`src/rtl/spf_pkg.sv`:
```
package spf_pkg;

    typedef enum logic [1:0] {
        ST_IDLE   = 2'd0,
        ST_DEMAND = 2'd1,
        ST_PFWAIT = 2'd2
    } ctl_state_e;

    typedef enum logic {
        SRC_DEMAND   = 1'b0,
        SRC_PREFETCH = 1'b1
    } req_src_e;

endpackage

```
`src/rtl/spf_stream_buf.sv`:
```
module spf_stream_buf #(
    parameter int AW = 16,
    parameter int DW = 32
) (
    input  logic          clk,
    input  logic          rst,
    input  logic          alloc_en,
    input  logic [AW-1:0] alloc_line,
    input  logic          fill_en,
    input  logic [DW-1:0] fill_data,
    input  logic [AW-1:0] probe_line,
    output logic          probe_hit,
    output logic          ent_valid,
    output logic          ent_pending,
    output logic [AW-1:0] ent_line,
    output logic [DW-1:0] ent_data
);
    typedef struct packed {
        logic          valid;
        logic          pending;
        logic [AW-1:0] line;
        logic [DW-1:0] data;
    } sb_entry_t;

    sb_entry_t ent_q;

    always_ff @(posedge clk) begin
        if (rst) begin
            ent_q <= '0;
        end else if (alloc_en) begin
            ent_q.valid   <= 1'b1;
            ent_q.pending <= 1'b1;
            ent_q.line    <= alloc_line;
        end else if (fill_en) begin
            ent_q.pending <= 1'b0;
            ent_q.data    <= fill_data;
        end
    end

    assign probe_hit   = ent_q.valid && (ent_q.line == probe_line);
    assign ent_valid   = ent_q.valid;
    assign ent_pending = ent_q.pending;
    assign ent_line    = ent_q.line;
    assign ent_data    = ent_q.data;
endmodule

```
`src/rtl/spf_req_arb.sv`:
```
module spf_req_arb
    import spf_pkg::*;
#(
    parameter int AW = 16
) (
    input  logic          dem_want,
    input  logic [AW-1:0] dem_line,
    input  logic          pf_want,
    input  logic [AW-1:0] pf_line,
    input  logic          req_ready,
    output logic          req_valid,
    output logic [AW-1:0] req_line,
    output logic          req_src,
    output logic          dem_fire,
    output logic          pf_fire
);
    req_src_e src;

    always_comb begin
        if (dem_want) begin
            src      = SRC_DEMAND;
            req_line = dem_line;
        end else begin
            src      = SRC_PREFETCH;
            req_line = pf_line;
        end
    end

    assign req_valid = dem_want || pf_want;
    assign req_src   = src;
    assign dem_fire  = dem_want && req_ready;
    assign pf_fire   = !dem_want && pf_want && req_ready;
endmodule

```
`src/rtl/spf_refill_reg.sv`:
```
module spf_refill_reg #(
    parameter int AW = 16,
    parameter int DW = 32
) (
    input  logic          clk,
    input  logic          rst,
    input  logic          load,
    input  logic [AW-1:0] line_in,
    input  logic [DW-1:0] data_in,
    output logic          out_valid,
    output logic [AW-1:0] out_line,
    output logic [DW-1:0] out_data
);
    always_ff @(posedge clk) begin
        if (rst) begin
            out_valid <= 1'b0;
            out_line  <= '0;
            out_data  <= '0;
        end else begin
            out_valid <= load;
            if (load) begin
                out_line <= line_in;
                out_data <= data_in;
            end
        end
    end
endmodule

```
`src/rtl/istream_prefetch.sv`:
```
module istream_prefetch
    import spf_pkg::*;
#(
    parameter int AW = 16,
    parameter int DW = 32
) (
    input  logic          clk,
    input  logic          rst,
    input  logic          miss_valid,
    input  logic [AW-1:0] miss_line,
    output logic          miss_ready,
    output logic          refill_valid,
    output logic [AW-1:0] refill_line,
    output logic [DW-1:0] refill_data,
    output logic          nl_req_valid,
    input  logic          nl_req_ready,
    output logic [AW-1:0] nl_req_line,
    output logic          nl_req_pf,
    input  logic          nl_rsp_valid,
    input  logic          nl_rsp_pf,
    input  logic [DW-1:0] nl_rsp_data,
    output logic          sb_valid,
    output logic          sb_pending,
    output logic [AW-1:0] sb_line
);
    localparam logic [AW-1:0] LINE_STEP = AW'(1);

    ctl_state_e    state_q, state_d;
    logic          dem_send_q, pf_send_q, pf_out_q, pf_drop_q;
    logic [AW-1:0] dem_line_q;

    logic          ent_valid, ent_pending, probe_hit;
    logic [AW-1:0] ent_line;
    logic [DW-1:0] ent_data;

    logic          alloc_en, flush, dem_set, rf_load;
    logic [AW-1:0] alloc_line, rf_line;
    logic [DW-1:0] rf_data;
    logic          dem_fire, pf_fire, pf_want, req_src;

    logic miss_fire, rsp_dem, rsp_pf, rsp_pf_good;

    assign miss_fire   = miss_valid && (state_q == ST_IDLE);
    assign rsp_dem     = nl_rsp_valid && (nl_rsp_pf == SRC_DEMAND);
    assign rsp_pf      = nl_rsp_valid && (nl_rsp_pf == SRC_PREFETCH);
    assign rsp_pf_good = rsp_pf && !pf_drop_q;
    assign pf_want     = pf_send_q && !pf_out_q;

    spf_stream_buf #(.AW(AW), .DW(DW)) u_sbuf (
        .clk        (clk),
        .rst        (rst),
        .alloc_en   (alloc_en),
        .alloc_line (alloc_line),
        .fill_en    (rsp_pf_good),
        .fill_data  (nl_rsp_data),
        .probe_line (miss_line),
        .probe_hit  (probe_hit),
        .ent_valid  (ent_valid),
        .ent_pending(ent_pending),
        .ent_line   (ent_line),
        .ent_data   (ent_data)
    );

    spf_req_arb #(.AW(AW)) u_arb (
        .dem_want (dem_send_q),
        .dem_line (dem_line_q),
        .pf_want  (pf_want),
        .pf_line  (ent_line),
        .req_ready(nl_req_ready),
        .req_valid(nl_req_valid),
        .req_line (nl_req_line),
        .req_src  (req_src),
        .dem_fire (dem_fire),
        .pf_fire  (pf_fire)
    );

    spf_refill_reg #(.AW(AW), .DW(DW)) u_refill (
        .clk      (clk),
        .rst      (rst),
        .load     (rf_load),
        .line_in  (rf_line),
        .data_in  (rf_data),
        .out_valid(refill_valid),
        .out_line (refill_line),
        .out_data (refill_data)
    );

    // Control: decides per state whether a miss goes to the buffer or the next level
    always_comb begin
        state_d    = state_q;
        alloc_en   = 1'b0;
        alloc_line = '0;
        flush      = 1'b0;
        dem_set    = 1'b0;
        rf_load    = 1'b0;
        rf_line    = '0;
        rf_data    = '0;
        unique case (state_q)
            ST_IDLE: begin
                if (miss_fire) begin
                    if (probe_hit && !ent_pending) begin
                        rf_load    = 1'b1;
                        rf_line    = miss_line;
                        rf_data    = ent_data;
                        alloc_en   = 1'b1;
                        alloc_line = miss_line + LINE_STEP;
                    end else if (probe_hit) begin
                        state_d = ST_PFWAIT;
                    end else begin
                        alloc_en   = 1'b1;
                        alloc_line = miss_line + LINE_STEP;
                        flush      = 1'b1;
                        dem_set    = 1'b1;
                        state_d    = ST_DEMAND;
                    end
                end
            end
            ST_DEMAND: begin
                if (rsp_dem) begin
                    rf_load = 1'b1;
                    rf_line = dem_line_q;
                    rf_data = nl_rsp_data;
                    state_d = ST_IDLE;
                end
            end
            ST_PFWAIT: begin
                if (ent_valid && !ent_pending) begin
                    rf_load    = 1'b1;
                    rf_line    = ent_line;
                    rf_data    = ent_data;
                    alloc_en   = 1'b1;
                    alloc_line = ent_line + LINE_STEP;
                    state_d    = ST_IDLE;
                end else if (rsp_pf_good) begin
                    rf_load    = 1'b1;
                    rf_line    = ent_line;
                    rf_data    = nl_rsp_data;
                    alloc_en   = 1'b1;
                    alloc_line = ent_line + LINE_STEP;
                    state_d    = ST_IDLE;
                end
            end
            default: state_d = ST_IDLE;
        endcase
    end

    always_ff @(posedge clk) begin
        if (rst) begin
            state_q    <= ST_IDLE;
            dem_send_q <= 1'b0;
            dem_line_q <= '0;
            pf_send_q  <= 1'b0;
            pf_out_q   <= 1'b0;
            pf_drop_q  <= 1'b0;
        end else begin
            state_q <= state_d;

            if (dem_set) begin
                dem_send_q <= 1'b1;
                dem_line_q <= miss_line;
            end else if (dem_fire) begin
                dem_send_q <= 1'b0;
            end

            if (alloc_en) begin
                pf_send_q <= 1'b1;
            end else if (pf_fire) begin
                pf_send_q <= 1'b0;
            end

            if (pf_fire) begin
                pf_out_q <= 1'b1;
            end else if (rsp_pf) begin
                pf_out_q <= 1'b0;
            end

            if (flush) begin
                pf_drop_q <= (pf_out_q && !rsp_pf) || pf_fire;
            end else if (rsp_pf) begin
                pf_drop_q <= 1'b0;
            end
        end
    end

    assign miss_ready = (state_q == ST_IDLE);
    assign nl_req_pf  = req_src;
    assign sb_valid   = ent_valid;
    assign sb_pending = ent_pending;
    assign sb_line    = ent_line;
endmodule

```
`config.mk`:
```
export PLATFORM = sky130hd
export DESIGN_NAME = istream_prefetch
export DESIGN_NICKNAME = d
export VERILOG_FILES = /design/src/rtl/spf_pkg.sv /design/src/rtl/spf_stream_buf.sv /design/src/rtl/spf_req_arb.sv /design/src/rtl/spf_refill_reg.sv /design/src/rtl/istream_prefetch.sv
export SDC_FILE = /design/constraint.sdc
export NUM_CORES = 1
export LEC_CHECK = 0
export BUFFER_PORTS_ARGS = -buffer_cell sky130_fd_sc_hd__buf_2
export CAP_MARGIN = 25
export CELL_PAD_IN_SITES_DETAIL_PLACEMENT = 1
export CELL_PAD_IN_SITES_GLOBAL_PLACEMENT = 1
export CORE_MARGIN = 3
export CORE_UTILIZATION = 40
export CTS_CLUSTER_SIZE = 25
export DETAILED_ROUTE_END_ITERATION = 8
export GPL_ROUTABILITY_DRIVEN = 0
export PLACE_DENSITY_LB_ADDON = 0.1
export SYNTH_ARGS = -nofsm -noshare
export SYNTH_HDL_FRONTEND = slang
export SYNTH_HIERARCHICAL = 1
export SYNTH_SLANG_ARGS = --single-unit
export TNS_END_PERCENT = 100
```
`constraint.sdc`:
```
create_clock -name clk -period 5 [get_ports clk]
set_input_delay 0 -clock clk [delete_from_list [all_inputs] [get_ports clk]]
set_output_delay 0 -clock clk [all_outputs]
set_load 0.005 [all_outputs]
```
# [Yosys cells after proc, flatten, opt, wreduce, memory -nomap -nowiden]
# Cells that the tools add are included.
[op_classes] n_addsub=2 n_eq_ne=7 muxes=49 bitwise=2 reduce_logical=27
[ops] op="16-bit 2-to-1 mux" n=11
[ops] op="32-bit 2-to-1 mux" n=5
[ops] op="32-bit case mux with 3 select lines" n=1
[ops] op="16-bit case mux with 3 select lines" n=1
[ops] op="16-bit by 1-bit adder with 16-bit output, second input constant" n=2
[ops] op="16-bit case mux with 2 select lines" n=1
[ops] op="1-bit 2-to-1 mux" n=21
[ops] op="16-bit == test" n=1
[ops] op="1-bit logical AND" n=12
[ops] op="2-bit 2-to-1 mux" n=6
[ops] op="2-bit nonzero test" n=5
[ops] op="2-bit case mux with 3 select lines" n=1
[ops] op="1-bit zero test" n=5
[ops] op="2-bit != test, second input constant" n=2
[ops] op="4-bit AND reduction" n=1
[ops] op="3-bit != test, second input constant" n=1
[ops] op="1-bit case mux with 3 select lines" n=1
[ops] op="2-bit by 1-bit == test with 1-bit output, second input constant" n=1
[ops] op="2-bit == test, second input constant" n=1
[ops] op="2-bit zero test" n=1
[ops] op="1-bit logical OR" n=2
[ops] op="2-bit by 1-bit != test with 1-bit output, second input constant" n=1
[ops] op="1-bit NOT" n=2
[ops] op="1-bit case mux with 2 select lines" n=1
[ops] op="2-bit AND reduction" n=1
[totals] register_bits=121 input_bits=54 out_inout_bits=86 word_cells=100

# [Depth between registers and ports, before layout]
[logic_depth] ltp_word=8 depth_mapped=13 ltp_nobuf=10

# [Modules after synthesis]
# The synthesis kept the hierarchy.
[by_module_without_submodules] mod="istream_prefetch" instances=1 cells_per_inst=293 area_per_inst_um2=2145.8 seq_area_each_um2=440.4
[by_module_without_submodules] mod="spf_stream_buf" instances=1 cells_per_inst=221 area_per_inst_um2=1906.8 seq_area_each_um2=1001.0
[by_module_without_submodules] mod="spf_refill_reg" instances=1 cells_per_inst=157 area_per_inst_um2=1737.9 seq_area_each_um2=980.9
[by_module_without_submodules] mod="spf_req_arb" instances=1 cells_per_inst=22 area_per_inst_um2=287.8 seq_area_each_um2=0.0

# [Least setup slack after synthesis]
# No wires, ideal clock.
[synth_timing] kind="register -> register" start="register u_sbuf.ent_q, in the netlist u_sbuf/ent_line[11]" end="register u_sbuf.ent_q, in the netlist u_sbuf/ent_data[29]" setup_time_ns=0.071 arrival_time_ns=2.616 required_ns=4.929 path_slack_ns=2.313 stages_incl_launch_ff=14 n_path_buf=3 period_less_slack_ns=2.687 path_cell_list="dfxtp_1 -> xor2_1 -> nor4_1 -> nand4_1 -> nor4_2 -> nand2_1 -> nand2_1 -> clkbuf_1 -> nand2_1 -> buf_4 -> nor2_2 -> buf_4 -> nand2_1 -> a21oi_1"
[synth_between] elab_chain_len=8 elab_cells_between_ends=9 classes_between="eq/ne: 1; mux: 4; bitwise: 1; reduce/logical: 3"
[synth_lines] element="start, declared" line="spf_stream_buf.sv:25" rtl="sb_entry_t ent_q;"
[synth_lines] element="16-bit == test *" line="spf_stream_buf.sv:40" rtl="assign probe_hit = ent_q.valid && (ent_q.line == probe_line);"
[synth_lines] element="1-bit logical AND *" line="spf_stream_buf.sv:40"
[synth_lines] element="net probe_hit" line="istream_prefetch.sv:32" rtl="logic ent_valid, ent_pending, probe_hit;"
[synth_lines] element="1-bit 2-to-1 mux / 1-bit logical AND (equally long branches)" line="istream_prefetch.sv:107, istream_prefetch.sv:101"
[synth_lines] element="1-bit 2-to-1 mux *" line="istream_prefetch.sv:101" rtl="if (probe_hit && !ent_pending) begin"
[synth_lines] element="1-bit 2-to-1 mux *" line="istream_prefetch.sv:100" rtl="if (miss_fire) begin"
[synth_lines] element="1-bit case mux with 2 select lines *" line="istream_prefetch.sv:98" rtl="unique case (state_q)"
[synth_lines] element="net alloc_en" line="istream_prefetch.sv:36" rtl="logic alloc_en, flush, dem_set, rf_load;"
[synth_lines] element="1-bit NOT (no line) *"
[synth_lines] element="2-bit AND reduction (no line) *"
# The timed path passes the listed nets; every way through them passes the cells marked *.
# A chain may end at the register's enable or synchronous reset.

# [Worst setup path in the final report]
[layout_timing] start="register u_sbuf.ent_q, in the netlist u_sbuf/ent_line[0]" end="register u_sbuf.ent_q, in the netlist u_sbuf/ent_data[10]"
# Same word-level chain as after synthesis.

==> flow_summary.json <==
{
  "status": "finished, final reports clean",
  "finalWorstSetupSlack_ps": 1720,
  "dpl_worst_slack_ps": 1821,
  "coreArea_um2": 14700,
  "endpoint_kind": "register",
  "yosysSeqAreaShare_pct": 39.85,
  "drive_above_1_share_pct": 23.38,
  "synth-simple-area-share_pct": 18.67,
  "placed_cell_area_um2": 6802,
  "final-instance-count-excl-fill": 1061,
  "post-route-min-period_ps": 3280,
  "final_cell_area_um2": 7880,
  "skew_ps": 8.648,
  "hp-class": "input port to register",
  "worst_pin_slew_ps": 908.3,
  "cp-start-kind": "register",
  "netlist_instances": 693,
  "hp-start": "rst",
  "reg2reg_depth": 11,
  "grt_pass1_wl_mm": 30.71,
  "ant_nets": 0,
  "drt_first_pass_iters": 6,
  "antenna_found_initial": 0,
  "p_sw_uw": 624.1,
  "clk_latency_ps": 410,
  "ctsLongestPathBuffers": 2,
  "ys_warn_count": 6,
  "synth-seq-cells": 121,
  "hold_end": "u_refill/out_data[25]",
  "synth_compound_area_share_pct": 14.18,
  "setup_viol": 0,
  "switching_share_pct": 25.48,
  "reg2reg_from": "u_sbuf/ent_line[0]",
  "postCtsHoldBufs": 52,
  "wl_per_cell_um": 18.16,
  "root_buffer": "clkbuf_16",
  "vias": 5715,
  "grt_usage_pct": 23.14,
  "reg2reg_to": "u_sbuf/ent_data[10]",
  "pwr_density_cell_nw_per_um2": 310.9,
  "post_cts_buffers": 0,
  "criticalPathCategory": "register to register",
  "final_cell_mix": "138 x buf_2, 121 x dfxtp_1, 113 x nand2_1",
  "finalHoldViolations": 0,
  "clkSinkCount": 121,
  "synth_top_family_by_area": "simple AND/OR/NAND/NOR gates",
  "hold_slack_ps": 17.14,
  "grt_pass1_vias": 5933,
  "drcViolationCount": 0,
  "pwr-share-clk_pct": 46.9,
  "initial_core_util_pct": 41.35,
  "boundaryPins": 140,
  "num-fill-cells": 1736,
  "num-nets-final": 920,
  "h-tree-depth": 4,
  "clkTransAtPathRegs_ps": 60,
  "n_antenna_cell": 0,
  "critPathLaunch": "u_sbuf/ent_line[0]",
  "post-route-util_pct": 53.61,
  "comb_power_share_pct": 11.3,
  "vias_per_cell": 5.386,
  "cts_made_buffers": 17,
  "worstPathCellList": "xor2_1, nor4_1, nand4_1, nor4_2, nand2_1, nand2_1, nand2_1, nor2_2, buf_4, nand2_1, a21oi_1",
  "synth_nets": 749,
  "p_leak_nw": 3.297,
  "cp.arrival_ps": 3610,
  "cpPeakStageDelay_ps": 550,
  "placed_cells": 977,
  "dpl.hpwl_mm": 12.49,
  "overflow": 0,
  "routed_wirelength_mm": 19.27,
  "syn_to_final_growth_pct": 29.64,
  "holdPathStages": 2,
  "p_int_mw": 1.825,
  "tns_ps": 0,
  "die_w_um": 129.3,
  "rsz0062_at_grt": "no",
  "grt_max_degree": 78,
  "layout_commonest_cell": "buf_2",
  "fmax_ghz": 0.3049,
  "cp_common_cell": "nand2_1",
  "drt_iter0_markers": 394,
  "std_cell_rows": 44,
  "cts_tree": "built",
  "cts_resized": 0,
  "synth_area_per_cell_um2": 8.771,
  "synthesis.area_um2": 6078,
  "synthMuxAreaShare_pct": 14.49,
  "path_delay_family": "simple AND/OR/NAND/NOR gates",
  "synth_xor_area_share_pct": 6.196,
  "rrSetupSlack_ps": 1720,
  "crit_fanout": 32,
  "yosys.cell_types.count": 46,
  "irDropWorstVdd_uv": 237.2,
  "finalPower_mw": 2.450,
  "final_max_slew_viol_count": 0,
  "relSlewSlack_pct": 39.44,
  "die_area_um2": 16710,
  "maxCapViolCount": 0,
  "synthAdderAreaFrac_pct": 0.4117,
  "cp.required_ps": 5330,
  "crit_buf_inv": 1,
  "port_buffers": 139,
  "slowest_stage": "dfxtp_1",
  "fp.dieH_um": 129.3,
  "fin_crit_sh_pct": 65.61,
  "seq_power_share_pct": 41.8
}
[layer usage]
layer | track usage (%) | wire length [um]
met5 | 0 | 0
met4 | 7.659 | 295
met3 | 4.163 | 710
met2 | 39.02 | 9350
met1 | 29.98 | 8911
[power by group through the flow]
stage	Combinational, mW	Sequential (mW)	Clock [mW]
after floorplan	0.157	1.04	0
after global placement	0.235	1.04	0
after detailed placement	0.243	1.04	0
after CTS	0.276	1.02	1.17
after global routing	0.301	1.03	1.22
final	0.276	1.02	1.15
[final cells by class]
cell class | instances | area, um2 | area share [%]
multi-input combinational | 501 | 3281 | 41.63
inverter | 22 | 82.58 | 1.048
clock buffer | 20 | 456.7 | 5.795
tap | 184 | 230.2 | 2.922
clock inverter | 12 | 101.3 | 1.286
timing repair buffer | 201 | 1306 | 16.58
sequential | 121 | 2422 | 30.74
[registers in the layout (all words and copies together) (netlist names)]
signal,flops
pf_send_q,1
dem_line_q,16
pf_drop_q,1
u_refill/out_data,32
u_sbuf/ent_valid,1
u_refill/out_line,16
u_sbuf/ent_line,16
u_sbuf/ent_data,32
state_q,2
u_sbuf/ent_pending,1
u_refill/out_valid,1
pf_out_q,1
dem_send_q,1
[how the worst max path moves through the flow]
| stage | endpoint | cells after the start |
|---|---|---|
| 3_5_place_dp | u_sbuf/ent_data[10] | 11 |
| 3_3_place_gp | u_sbuf/ent_data[3] | 11 |
| 2_1_floorplan | u_sbuf/ent_data[29] | 13 |
| 6_report | u_sbuf/ent_data[10] | 11 |
| 5_1_grt | u_sbuf/ent_data[22] | 11 |
| 4_1_cts | u_sbuf/ent_data[26] | 11 |
[cells in the mapped netlist (all sizes together)]
master,count,area (um2)
clkbuf,27,101.4
nand4,10,62.56
or2,1,6.260
xnor2,33,289.0
nand2b,8,50.05
a31oi,2,12.51
a211oi,1,7.510
and3b,1,8.760
nor2b,3,18.77
a22oi,1,7.510
nand3,11,55.05
nand2,113,424.2
a32o,1,10.01
inv,22,82.58
and2,1,6.260
and4,2,17.52
a21oi,54,270.3
buf,22,192.7
o221ai,1,8.760
nor2,75,284.0
or3,1,6.260
nor4b,1,8.760
or3b,1,11.26
nand3b,2,15.01
a22o,32,280.3
and3,1,6.260
ha,2,25.02
a31o,1,8.760
o22ai,14,87.58
a222oi,15,150.1
xor2,10,87.58
nor3,9,45.04
dfxtp,121,2422
nor3b,4,46.29
mux2i,64,640.6
nor4,9,62.56
o21bai,1,18.77
mux2,16,240.2
[worst reg2reg max path, delay by kind of cell (launching register included)]
| kind | cells | cell delay [ps] |
|---|---|---|
| and+or+nand+nor | 8 | 1990 |
| DFF | 1 | 550 |
| buffers and inverters | 1 | 350 |
| AOI/OAI and AO/OA | 1 | 170 |
| xor gates and xnor gates | 1 | 130 |
[cells by family after synthesis]
kind of cell | after synthesis
AO/OA/AOI/OAI | 123
XOR/XNOR | 43
adder cells (fa/ha/maj) | 2
buffers and inverters | 71
flip-flops | 121
multiplexers | 80
AND/OR/NAND/NOR | 253
Note: power is estimated with default switching activity, not from simulation.
